===== src/rtl/tlb_pkg.sv =====
package tlb_pkg;
  localparam int unsigned TLB_VPN_W_DEF = 20;
  localparam int unsigned TLB_PPN_W_DEF = 20;
  localparam int unsigned TLB_OFF_W_DEF = 12;
  localparam int unsigned TLB_DEPTH_DEF = 4;

  // where a refill lands
  typedef enum logic [1:0] {
    SLOT_NONE  = 2'd0,
    SLOT_REUSE = 2'd1,
    SLOT_FREE  = 2'd2,
    SLOT_EVICT = 2'd3
  } slot_src_e;
endpackage


===== src/rtl/tlb_cam.sv =====
module tlb_cam #(
  parameter int unsigned DEPTH = tlb_pkg::TLB_DEPTH_DEF,
  parameter int unsigned VPNW  = tlb_pkg::TLB_VPN_W_DEF,
  parameter int unsigned PPNW  = tlb_pkg::TLB_PPN_W_DEF,
  localparam int unsigned IDXW = (DEPTH > 1) ? $clog2(DEPTH) : 1
) (
  input  logic             clk,
  input  logic             rst_n,
  input  logic             flush,
  // lookup search
  input  logic [VPNW-1:0]  q_vpn,
  output logic             q_hit,
  output logic [IDXW-1:0]  q_idx,
  output logic [PPNW-1:0]  q_ppn,
  output logic             q_used,
  output logic             q_dirty,
  // status update for a hit
  input  logic             touch_en,
  input  logic             touch_wr,
  input  logic [IDXW-1:0]  touch_idx,
  // refill search and write
  input  logic [VPNW-1:0]  r_vpn,
  output logic             r_hit,
  output logic [IDXW-1:0]  r_idx,
  input  logic             fill_en,
  input  logic [IDXW-1:0]  fill_idx,
  input  logic [PPNW-1:0]  fill_ppn,
  output logic [DEPTH-1:0] valid_vec
);
  typedef struct packed {
    logic            valid;
    logic            used;
    logic            dirty;
    logic [VPNW-1:0] vpn;
    logic [PPNW-1:0] ppn;
  } ent_t;

  ent_t ent_q [DEPTH];
  logic [DEPTH-1:0] q_match, r_match;

  for (genvar i = 0; i < DEPTH; i++) begin : g_cmp
    assign q_match[i]   = ent_q[i].valid && (ent_q[i].vpn == q_vpn);
    assign r_match[i]   = ent_q[i].valid && (ent_q[i].vpn == r_vpn);
    assign valid_vec[i] = ent_q[i].valid;
  end

  // page numbers are unique among valid entries, so at most one match
  always_comb begin
    q_idx = '0;
    r_idx = '0;
    for (int i = 0; i < DEPTH; i++) begin
      if (q_match[i]) q_idx = IDXW'(i);
      if (r_match[i]) r_idx = IDXW'(i);
    end
  end

  assign q_hit   = |q_match;
  assign r_hit   = |r_match;
  assign q_ppn   = ent_q[q_idx].ppn;
  assign q_used  = ent_q[q_idx].used;
  assign q_dirty = ent_q[q_idx].dirty;

  always_ff @(posedge clk or negedge rst_n) begin
    if (!rst_n) begin
      for (int i = 0; i < DEPTH; i++) ent_q[i] <= '0;
    end else begin
      for (int i = 0; i < DEPTH; i++) begin
        if (flush) begin
          ent_q[i].valid <= 1'b0;
        end else if (fill_en && (fill_idx == IDXW'(i))) begin
          ent_q[i].valid <= 1'b1;
          ent_q[i].used  <= 1'b0;
          ent_q[i].dirty <= 1'b0;
          ent_q[i].vpn   <= r_vpn;
          ent_q[i].ppn   <= fill_ppn;
        end else if (touch_en && (touch_idx == IDXW'(i))) begin
          ent_q[i].used <= 1'b1;
          if (touch_wr) ent_q[i].dirty <= 1'b1;
        end
      end
    end
  end
endmodule


===== src/rtl/tlb_age.sv =====
module tlb_age #(
  parameter int unsigned DEPTH = tlb_pkg::TLB_DEPTH_DEF,
  localparam int unsigned IDXW = (DEPTH > 1) ? $clog2(DEPTH) : 1
) (
  input  logic            clk,
  input  logic            rst_n,
  input  logic            touch_en,
  input  logic [IDXW-1:0] touch_idx,
  output logic [IDXW-1:0] oldest_idx
);
  // rank 0 = most recent, DEPTH-1 = least recent; ranks form a permutation
  logic [IDXW-1:0] age_q [DEPTH];
  logic [IDXW-1:0] touched_age;

  assign touched_age = age_q[touch_idx];

  always_ff @(posedge clk or negedge rst_n) begin
    if (!rst_n) begin
      for (int i = 0; i < DEPTH; i++) age_q[i] <= IDXW'(i);
    end else if (touch_en) begin
      for (int i = 0; i < DEPTH; i++) begin
        if (touch_idx == IDXW'(i))       age_q[i] <= '0;
        else if (age_q[i] < touched_age) age_q[i] <= age_q[i] + 1'b1;
      end
    end
  end

  always_comb begin
    oldest_idx = '0;
    for (int i = 0; i < DEPTH; i++)
      if (age_q[i] == IDXW'(DEPTH - 1)) oldest_idx = IDXW'(i);
  end
endmodule


===== src/rtl/tlb_victim.sv =====
module tlb_victim #(
  parameter int unsigned DEPTH = tlb_pkg::TLB_DEPTH_DEF,
  localparam int unsigned IDXW = (DEPTH > 1) ? $clog2(DEPTH) : 1
) (
  input  logic             req,
  input  logic [DEPTH-1:0] valid_vec,
  input  logic             reuse_hit,
  input  logic [IDXW-1:0]  reuse_idx,
  input  logic [IDXW-1:0]  oldest_idx,
  output logic [IDXW-1:0]  fill_idx
);
  import tlb_pkg::*;

  slot_src_e       src;
  logic            free_any;
  logic [IDXW-1:0] free_idx;

  // lowest-numbered empty slot
  always_comb begin
    free_any = 1'b0;
    free_idx = '0;
    for (int i = DEPTH - 1; i >= 0; i--) begin
      if (!valid_vec[i]) begin
        free_any = 1'b1;
        free_idx = IDXW'(i);
      end
    end
  end

  always_comb begin
    if (!req)           src = SLOT_NONE;
    else if (reuse_hit) src = SLOT_REUSE;
    else if (free_any)  src = SLOT_FREE;
    else                src = SLOT_EVICT;
  end

  always_comb begin
    unique case (src)
      SLOT_REUSE: fill_idx = reuse_idx;
      SLOT_FREE:  fill_idx = free_idx;
      SLOT_EVICT: fill_idx = oldest_idx;
      default:    fill_idx = '0;
    endcase
  end
endmodule


===== src/rtl/tlb_fa.sv =====
module tlb_fa #(
  parameter int unsigned VPN_W = tlb_pkg::TLB_VPN_W_DEF,
  parameter int unsigned PPN_W = tlb_pkg::TLB_PPN_W_DEF,
  parameter int unsigned OFF_W = tlb_pkg::TLB_OFF_W_DEF,
  parameter int unsigned DEPTH = tlb_pkg::TLB_DEPTH_DEF,
  localparam int unsigned VA_W = VPN_W + OFF_W,
  localparam int unsigned PA_W = PPN_W + OFF_W
) (
  input  logic             clk,
  input  logic             rst_n,
  input  logic             inv_all,
  input  logic             lk_valid,
  output logic             lk_ready,
  input  logic [VA_W-1:0]  lk_vaddr,
  input  logic             lk_write,
  output logic             lk_hit,
  output logic             lk_miss,
  output logic [PA_W-1:0]  lk_paddr,
  output logic             lk_used,
  output logic             lk_dirty,
  input  logic             rf_valid,
  output logic             rf_ready,
  input  logic [VPN_W-1:0] rf_vpn,
  input  logic [PPN_W-1:0] rf_ppn
);
  localparam int unsigned IDXW = (DEPTH > 1) ? $clog2(DEPTH) : 1;

  logic             q_hit, q_used, q_dirty, r_hit, fill_en, acc, age_touch;
  logic [IDXW-1:0]  q_idx, r_idx, fill_idx, oldest_idx, age_idx;
  logic [PPN_W-1:0] q_ppn;
  logic [DEPTH-1:0] valid_vec;

  // refill wins over lookup; flush wins over refill
  assign lk_ready = ~rf_valid;
  assign rf_ready = ~inv_all;
  assign acc      = lk_valid & lk_ready;
  assign fill_en  = rf_valid & rf_ready;

  assign lk_hit   = acc & q_hit & ~inv_all;
  assign lk_miss  = acc & ~lk_hit;
  assign lk_paddr = {q_ppn, lk_vaddr[OFF_W-1:0]};
  assign lk_used  = lk_hit & q_used;
  assign lk_dirty = lk_hit & q_dirty;

  assign age_touch = lk_hit | fill_en;
  assign age_idx   = fill_en ? fill_idx : q_idx;

  tlb_cam #(.DEPTH(DEPTH), .VPNW(VPN_W), .PPNW(PPN_W)) u_cam (
    .clk       (clk),
    .rst_n     (rst_n),
    .flush     (inv_all),
    .q_vpn     (lk_vaddr[VA_W-1:OFF_W]),
    .q_hit     (q_hit),
    .q_idx     (q_idx),
    .q_ppn     (q_ppn),
    .q_used    (q_used),
    .q_dirty   (q_dirty),
    .touch_en  (lk_hit),
    .touch_wr  (lk_write),
    .touch_idx (q_idx),
    .r_vpn     (rf_vpn),
    .r_hit     (r_hit),
    .r_idx     (r_idx),
    .fill_en   (fill_en),
    .fill_idx  (fill_idx),
    .fill_ppn  (rf_ppn),
    .valid_vec (valid_vec)
  );

  tlb_age #(.DEPTH(DEPTH)) u_age (
    .clk        (clk),
    .rst_n      (rst_n),
    .touch_en   (age_touch),
    .touch_idx  (age_idx),
    .oldest_idx (oldest_idx)
  );

  tlb_victim #(.DEPTH(DEPTH)) u_victim (
    .req        (fill_en),
    .valid_vec  (valid_vec),
    .reuse_hit  (r_hit),
    .reuse_idx  (r_idx),
    .oldest_idx (oldest_idx),
    .fill_idx   (fill_idx)
  );
endmodule


===== config.mk =====
export PLATFORM = sky130hd
export DESIGN_NAME = tlb_fa
export DESIGN_NICKNAME = d
export VERILOG_FILES = /design/src/rtl/tlb_pkg.sv /design/src/rtl/tlb_cam.sv /design/src/rtl/tlb_age.sv /design/src/rtl/tlb_victim.sv /design/src/rtl/tlb_fa.sv
export SDC_FILE = /design/constraint.sdc
export NUM_CORES = 1
export LEC_CHECK = 0
export BUFFER_PORTS_ARGS = -buffer_cell sky130_fd_sc_hd__clkbuf_2
export CORE_ASPECT_RATIO = 0.9
export CORE_MARGIN = 4
export CORE_UTILIZATION = 45
export DETAILED_ROUTE_END_ITERATION = 8
export GPL_TIMING_DRIVEN = 1
export PLACE_DENSITY = 0.66
export SYNTH_ARGS = -nofsm -noshare
export SYNTH_HDL_FRONTEND = slang
export SYNTH_SLANG_ARGS = --single-unit

===== constraint.sdc =====
create_clock -name clk -period 4.1 [get_ports clk]
set_input_delay 1.23 -clock clk [delete_from_list [all_inputs] [get_ports clk]]
set_output_delay 1.23 -clock clk [all_outputs]
set_load 0.05 [all_outputs]

==> results of run 1 <==
flip-flops by register name (all words and copies together), names as in the netlist:
name and cells:
u_cam.valid_vec 4, u_age.age_q 8, u_cam.ent_q 168
path summary, 6_finish.rpt:
path	from	to	slack [ps]	cells after the start
max	lk_vaddr[15]	lk_paddr[28]	-410	12
min	u_cam.ent_q[41]$_DFFE_PN0P_	u_cam.ent_q[41]$_DFFE_PN0P_	500	1
max reg2reg	u_cam.ent_q[27]$_DFFE_PN0P_	u_age.age_q[2]$_DFFE_PN0P_	740	15
min reg2reg	u_cam.ent_q[41]$_DFFE_PN0P_	u_cam.ent_q[41]$_DFFE_PN0P_	500	1
max in group asynchronous	rst_n	u_cam.ent_q[157]$_DFFE_PN0P_	2490	2
min in group asynchronous	rst_n	u_cam.ent_q[152]$_DFFE_PN0P_	800	1
cell usage in the layout, fill, tap and decap left out, drive strengths merged, types with 5 or more instances in the layout:
master | netlist | final
xor2 | 56 | 56
buf | 63 | 156
nor4 | 23 | 23
nor2 | 43 | 43
mux2i | 27 | 27
mux2 | 181 | 181
clkbuf | 12 | 84
a211oi | 6 | 6
inv | 10 | 18
nand2 | 12 | 12
dfrtp | 176 | 176
nand3 | 15 | 15
o21a | 5 | 5
o21ai | 7 | 7
xnor2 | 104 | 104
a21oi | 37 | 37
nand4 | 36 | 36
clkinv | 0 | 5
nor3 | 12 | 12
synth_stat cells (4+ instances only):
cell type / n / area [sq um]
a31oi_1: 4 / 25.0
o21ai_0: 5 / 25.0
xnor2_2: 5 / 81.3
buf_1: 4 / 15.0
xnor2_1: 99 / 867
mux2_2: 172 / 1940
o21a_1: 5 / 37.5
a21oi_1: 37 / 185
nand2_1: 12 / 45.0
buf_4: 12 / 90.1
nand3_1: 15 / 75.1
dfstp_2: 4 / 105
xor2_1: 56 / 490
nor3_1: 10 / 50.1
nand2b_1: 4 / 25.0
mux2i_1: 27 / 270
mux2_1: 9 / 101
buf_2: 46 / 230
dfrtp_1: 176 / 4400
clkbuf_1: 12 / 45.0
nand4_1: 34 / 213
inv_1: 10 / 37.5
nor2_1: 42 / 158
nor4_1: 21 / 131
metrics by stage:
| stage | util | cells | worst slack, ps |
|---|---|---|---|
| finish | 0.623 | 1357 | -407 |
| global route | 0.623 | 1356 | -476 |
| CTS | 0.598 | 1348 | -393 |
| detailed placement | 0.531 | 1305 | -657 |
| global placement | 0.531 | 1305 | -601 |
| floorplan | - | 879 | -144 |
metal layers:
layer / up-vias / wire length, um
li1: 3461 / -
met1: 3856 / 13200
met2: 180 / 13800
met3: 45 / 1270
met4: 0 / 602
met5: - / 0
worst max-delay path, cell delays in order:
cell	delay (ps)
clkbuf_4	150
buf_4	150
xor2_2	190
nand2b_4	160
nor3b_2	150
buf_4	150
nand4_4	220
clkbuf_16	270
nor2_1	90
a21oi_1	50
mux2_4	270
clkbuf_16	170
layout make-up:
cell class                 count  area (sq um)  share of cell area
inverter                      10          37.5             0.00269
clock buffer                  17           425              0.0305
sequential                   180          4510               0.323
antenna                        1          2.50            0.000179
clock inverter                15           191              0.0137
multi-input combinational    614          6230               0.446
timing repair buffer         223          2190               0.157
tap                          297           372              0.0266
power by group:
group	total, W	switching [W]	internal [W]
combinational	0.00161	0.000735	0.000880
sequential	0.00234	0.000300	0.00204
clock	0.00170	0.000860	0.000840
total	0.00565	0.00190	0.00376
timing repair:
item | in CTS | in global routing
buffers inserted | 8 | 6
endpoints found under the setup margin | 24 | 25
pin swaps | 21 | 27
resized for setup | 126 | 104
cloned | 3 | 3
kinds of logic (layout without fill, tap and decap cells):
logic type | count (synthesis) | count (layout) | synth area share
compound gates | 81 | 81 | 0.0549
xor+xnor | 160 | 160 | 0.141
fa+ha+maj | 3 | 3 | 0.00368
buf+inv | 85 | 265 | 0.0420
flops | 180 | 180 | 0.442
mux | 208 | 208 | 0.226
other cells | 0 | 1 | 0
simple gates | 162 | 162 | 0.0905
==> flow_summary.json, run 1 <==
{
  "hold_ws_ps": 504,
  "cts_root_buf": "clkbuf_16",
  "crit_required_ps": 2870,
  "async_flop_share": 1.00,
  "fin_area_sq_um": 14000,
  "arrival_ps": 3280,
  "htreeDepth": 4,
  "synth-seq-area-share": 0.442,
  "num-nets-final": 1127,
  "slew_headroom": 0.610,
  "period_minus_slack_ps": 4510,
  "yosysUniqueCellTypes": 63,
  "critPathKind": "input pin to output pin",
  "avgSynthCellArea_sq_um": 11.6,
  "total_power_w": 0.00565,
  "finalSetupViolations": 24,
  "core_area_sq_um": 22400,
  "netlist_instances": 879,
  "syn-num-nets": 960,
  "cts_sinks": 180,
  "crit_path_start_kind": "input pin",
  "drc": 0,
  "fmax_mhz": 222,
  "yosys_most_used_dff": "dfrtp_1",
  "final_max_slew_viol_count": 0,
  "grt_max_degree": 68,
  "hold_class": "flip-flop to flip-flop",
  "finalCritPeriodShare": 1.10,
  "clock_skew_ps": 15.5,
  "maxCapViolCount": 0,
  "vias_per_cell": 5.56,
  "ant_nets": 0,
  "drt_pass1_iterations": 5,
  "grtUsageMet1": 0.305,
  "powerDensity_nw_per_um2": 405,
  "clk_pin_slew_ps": 80,
  "hold_violations": 0,
  "gr-usage-met2": 0.364,
  "worst_pin_slew_ps": 585,
  "die_h_um": 151,
  "vdd_drop_max_mv": 0.260,
  "ys_ff_latch": 180,
  "rsz0062_at_grt": "true",
  "antenna_found_initial": 0,
  "vias": 7542,
  "path_max_fanout": 11,
  "clock_latency_ps": 440,
  "finalSetupTns_ps": -8870,
  "start_util": 0.456,
  "syn_area_sq_um": 10200,
  "cts-buffers-inserted": 17,
  "grt_pass1_wl_um": 43400,
  "place.gp.congestion": 0.998,
  "grt_use_total": 0.223,
  "placed_area_sq_um": 11900,
  "syn2layout_area_growth_pct": 36.7,
  "dieArea_sq_um": 25200,
  "violations": "negative setup slack",
  "fin_ws_ps": -407,
  "outcome": "complete, but fails checks",
  "final_layout_size_suffix_gt1_frac": 0.508,
  "end_kind": "output pin",
  "wirelength_um": 28800,
  "cts_tree": "yes",
  "grt-busiest-layer": "met2",
  "ys_warn_count": 0,
  "overflow": 0,
  "grt_pass1_vias": 7746,
  "die_w_um": 167,
  "numPortBuffers": 91,
  "post_drt_wl_per_cell_um": 21.2,
  "p_leak_nw": 6.40,
  "holdBufCountCts": 0,
  "synth_edf_count": 0,
  "place_hpwl_um": 20000,
  "met3_usage": 0.0428,
  "fillers": 1745,
  "cts_buffer_depth": 2,
  "rows": 52,
  "io_pins": 116,
  "drtIter0Drc": 485
}
Power figures use the tool's default switching activity.
==> run 2: changes to the inputs <==
Settings changed: RECOVER_POWER set to 100.
==> flow_summary.json, run 2 (synthesis results as in run 1) <==
{
  "clk_pin_slew_ps": 80,
  "final_cell_mix": "176 x dfrtp_1, 152 x mux2_2, 97 x buf_4",
  "hold_violations": 0,
  "end_kind": "output pin",
  "place.gp.congestion": 0.998,
  "vdd_drop_max_mv": 0.261,
  "path_cells": "clkbuf_16, xnor2_1, nand4_1, nor4_4, buf_4, nand4_1, a41oi_4, buf_4, nor2b_4, buf_8",
  "cts-buffers-inserted": 17,
  "path_delay_family": "simple AND/OR/NAND/NOR gates",
  "cts_root_buf": "clkbuf_16",
  "crit_path_start_kind": "input pin",
  "final_max_slew_viol_count": 68,
  "fmax_mhz": 221,
  "num-nets-final": 1127,
  "path_max_fanout": 4,
  "whs_path_depth": 1,
  "rows": 52,
  "hold_class": "flip-flop to flip-flop",
  "vias": 7555,
  "overflow": 0,
  "clock_latency_ps": 440,
  "place_hpwl_um": 20000,
  "die_w_um": 167,
  "crit_required_ps": 2870,
  "numPortBuffers": 91,
  "finalSetupViolations": 24,
  "clock_skew_ps": 15.3,
  "violations": "max-capacitance violations, max-slew violations, negative setup slack",
  "die_h_um": 151,
  "finalSetupTns_ps": -8890,
  "largest_reg_flops": 168,
  "top_register": "u_cam.ent_q",
  "hold_end": "u_cam.ent_q[41]$_DFFE_PN0P_",
  "grt_pass1_vias": 7746,
  "io_pins": 116,
  "antenna_found_initial": 0,
  "outcome": "complete, but fails checks",
  "syn2layout_area_growth_pct": 35.0,
  "r2r_end": "u_age.age_q[0]$_DFFE_PN1P_",
  "ff2ff_setup_slack_ps": 620,
  "cts_tree": "yes",
  "dieArea_sq_um": 25200,
  "rsz0062_at_grt": "true",
  "p_leak_nw": 6.32,
  "drtIter0Drc": 485,
  "layout_commonest_cell": "dfrtp_1",
  "cpMaxStageDelayCell": "nor4_4",
  "htreeDepth": 4,
  "ant_nets": 0,
  "maxCapViolCount": 1,
  "holdBufCountCts": 0,
  "min_from": "u_cam.ent_q[41]$_DFFE_PN0P_",
  "start_util": 0.456,
  "reg2reg_from": "u_cam.ent_q[27]$_DFFE_PN0P_",
  "cts_buffer_depth": 2,
  "cts_sinks": 180,
  "post_drt_wl_per_cell_um": 21.3,
  "core_area_sq_um": 22400,
  "placed_area_sq_um": 11900,
  "finalCritPeriodShare": 1.10,
  "arrival_ps": 3290,
  "cp_slowest_stage_delay_ps": 340,
  "vias_per_cell": 5.57,
  "final_layout_size_suffix_gt1_frac": 0.499,
  "fin_area_sq_um": 13800,
  "worst_pin_slew_ps": 1770,
  "worstSetupStartpoint": "lk_vaddr[19]",
  "detailedPlace.worstSlack_ps": -657,
  "utilization": 0.616,
  "grt_max_degree": 68,
  "slew_headroom": -0.180,
  "drt_pass1_iterations": 5,
  "hold_ws_ps": 503,
  "grt_use_total": 0.223,
  "drc": 0,
  "critPathKind": "input pin to output pin",
  "grt_pass1_wl_um": 43400,
  "period_minus_slack_ps": 4520,
  "wirelength_um": 28900,
  "powerDensity_nw_per_um2": 409,
  "r2r_cells": 15,
  "fin_ws_ps": -417,
  "crit_buf_inv": 4
}
run 2: changes by cell type in the layout (fill, tap and decap cells not counted), moves of 3 or more:
cell / change
buf_12: -8
buf_4: -7
clkbuf_1: +7
clkbuf_2: +6
clkbuf_4: +3
run 2: final cells by class:
cell class,count,area [sq um]
multi-input combinational,614,6200
clock buffer,17,425
timing repair buffer,223,2040
sequential,180,4510
antenna,1,2.50
fill,1769,8600
inverter,10,37.5
clock inverter,15,191
tap,297,372
run 2: report_power, final:
part / switching (W) / leakage (nW) / internal (W)
registers: 0.000301 / 2.34 / 0.00204
logic: 0.000734 / 3.69 / 0.000872
clock network: 0.000859 / 0.292 / 0.000840
run 2: metal layers:
layer	part of all wire	GRT usage	wire length (um)	up-vias
li1	-	-	-	3456
met1	0.45	0.305	13100	3838
met3	0.046	0.0428	1330	56
met2	0.48	0.364	13800	205
met5	0	0	0	-
met4	0.024	0.0695	702	0
run 2: worst max path at each step:
stage,slack [ps],cells after the start,to
after global placement,-600,10,lk_paddr[23]
final,-420,10,lk_dirty
after detailed placement,-660,10,lk_paddr[25]
after global routing,-480,10,lk_paddr[22]
after CTS,-390,12,lk_paddr[29]
after floorplan,-140,7,lk_dirty
run 2: what timing repair did:
item	CTS	global route
buffers inserted	8	6
resized for setup	126	104
cloned	3	3
pin swaps	21	27
endpoints found under the setup margin	24	25
run 2: metrics by stage:
| stage | power [W] | cells |
|---|---|---|
| finish | 0.00564 | 1357 |
| global route | 0.00587 | 1356 |
| CTS | 0.00554 | 1348 |
| detailed placement | 0.00364 | 1305 |
| global placement | 0.00361 | 1305 |
| floorplan | 0.00320 | 879 |
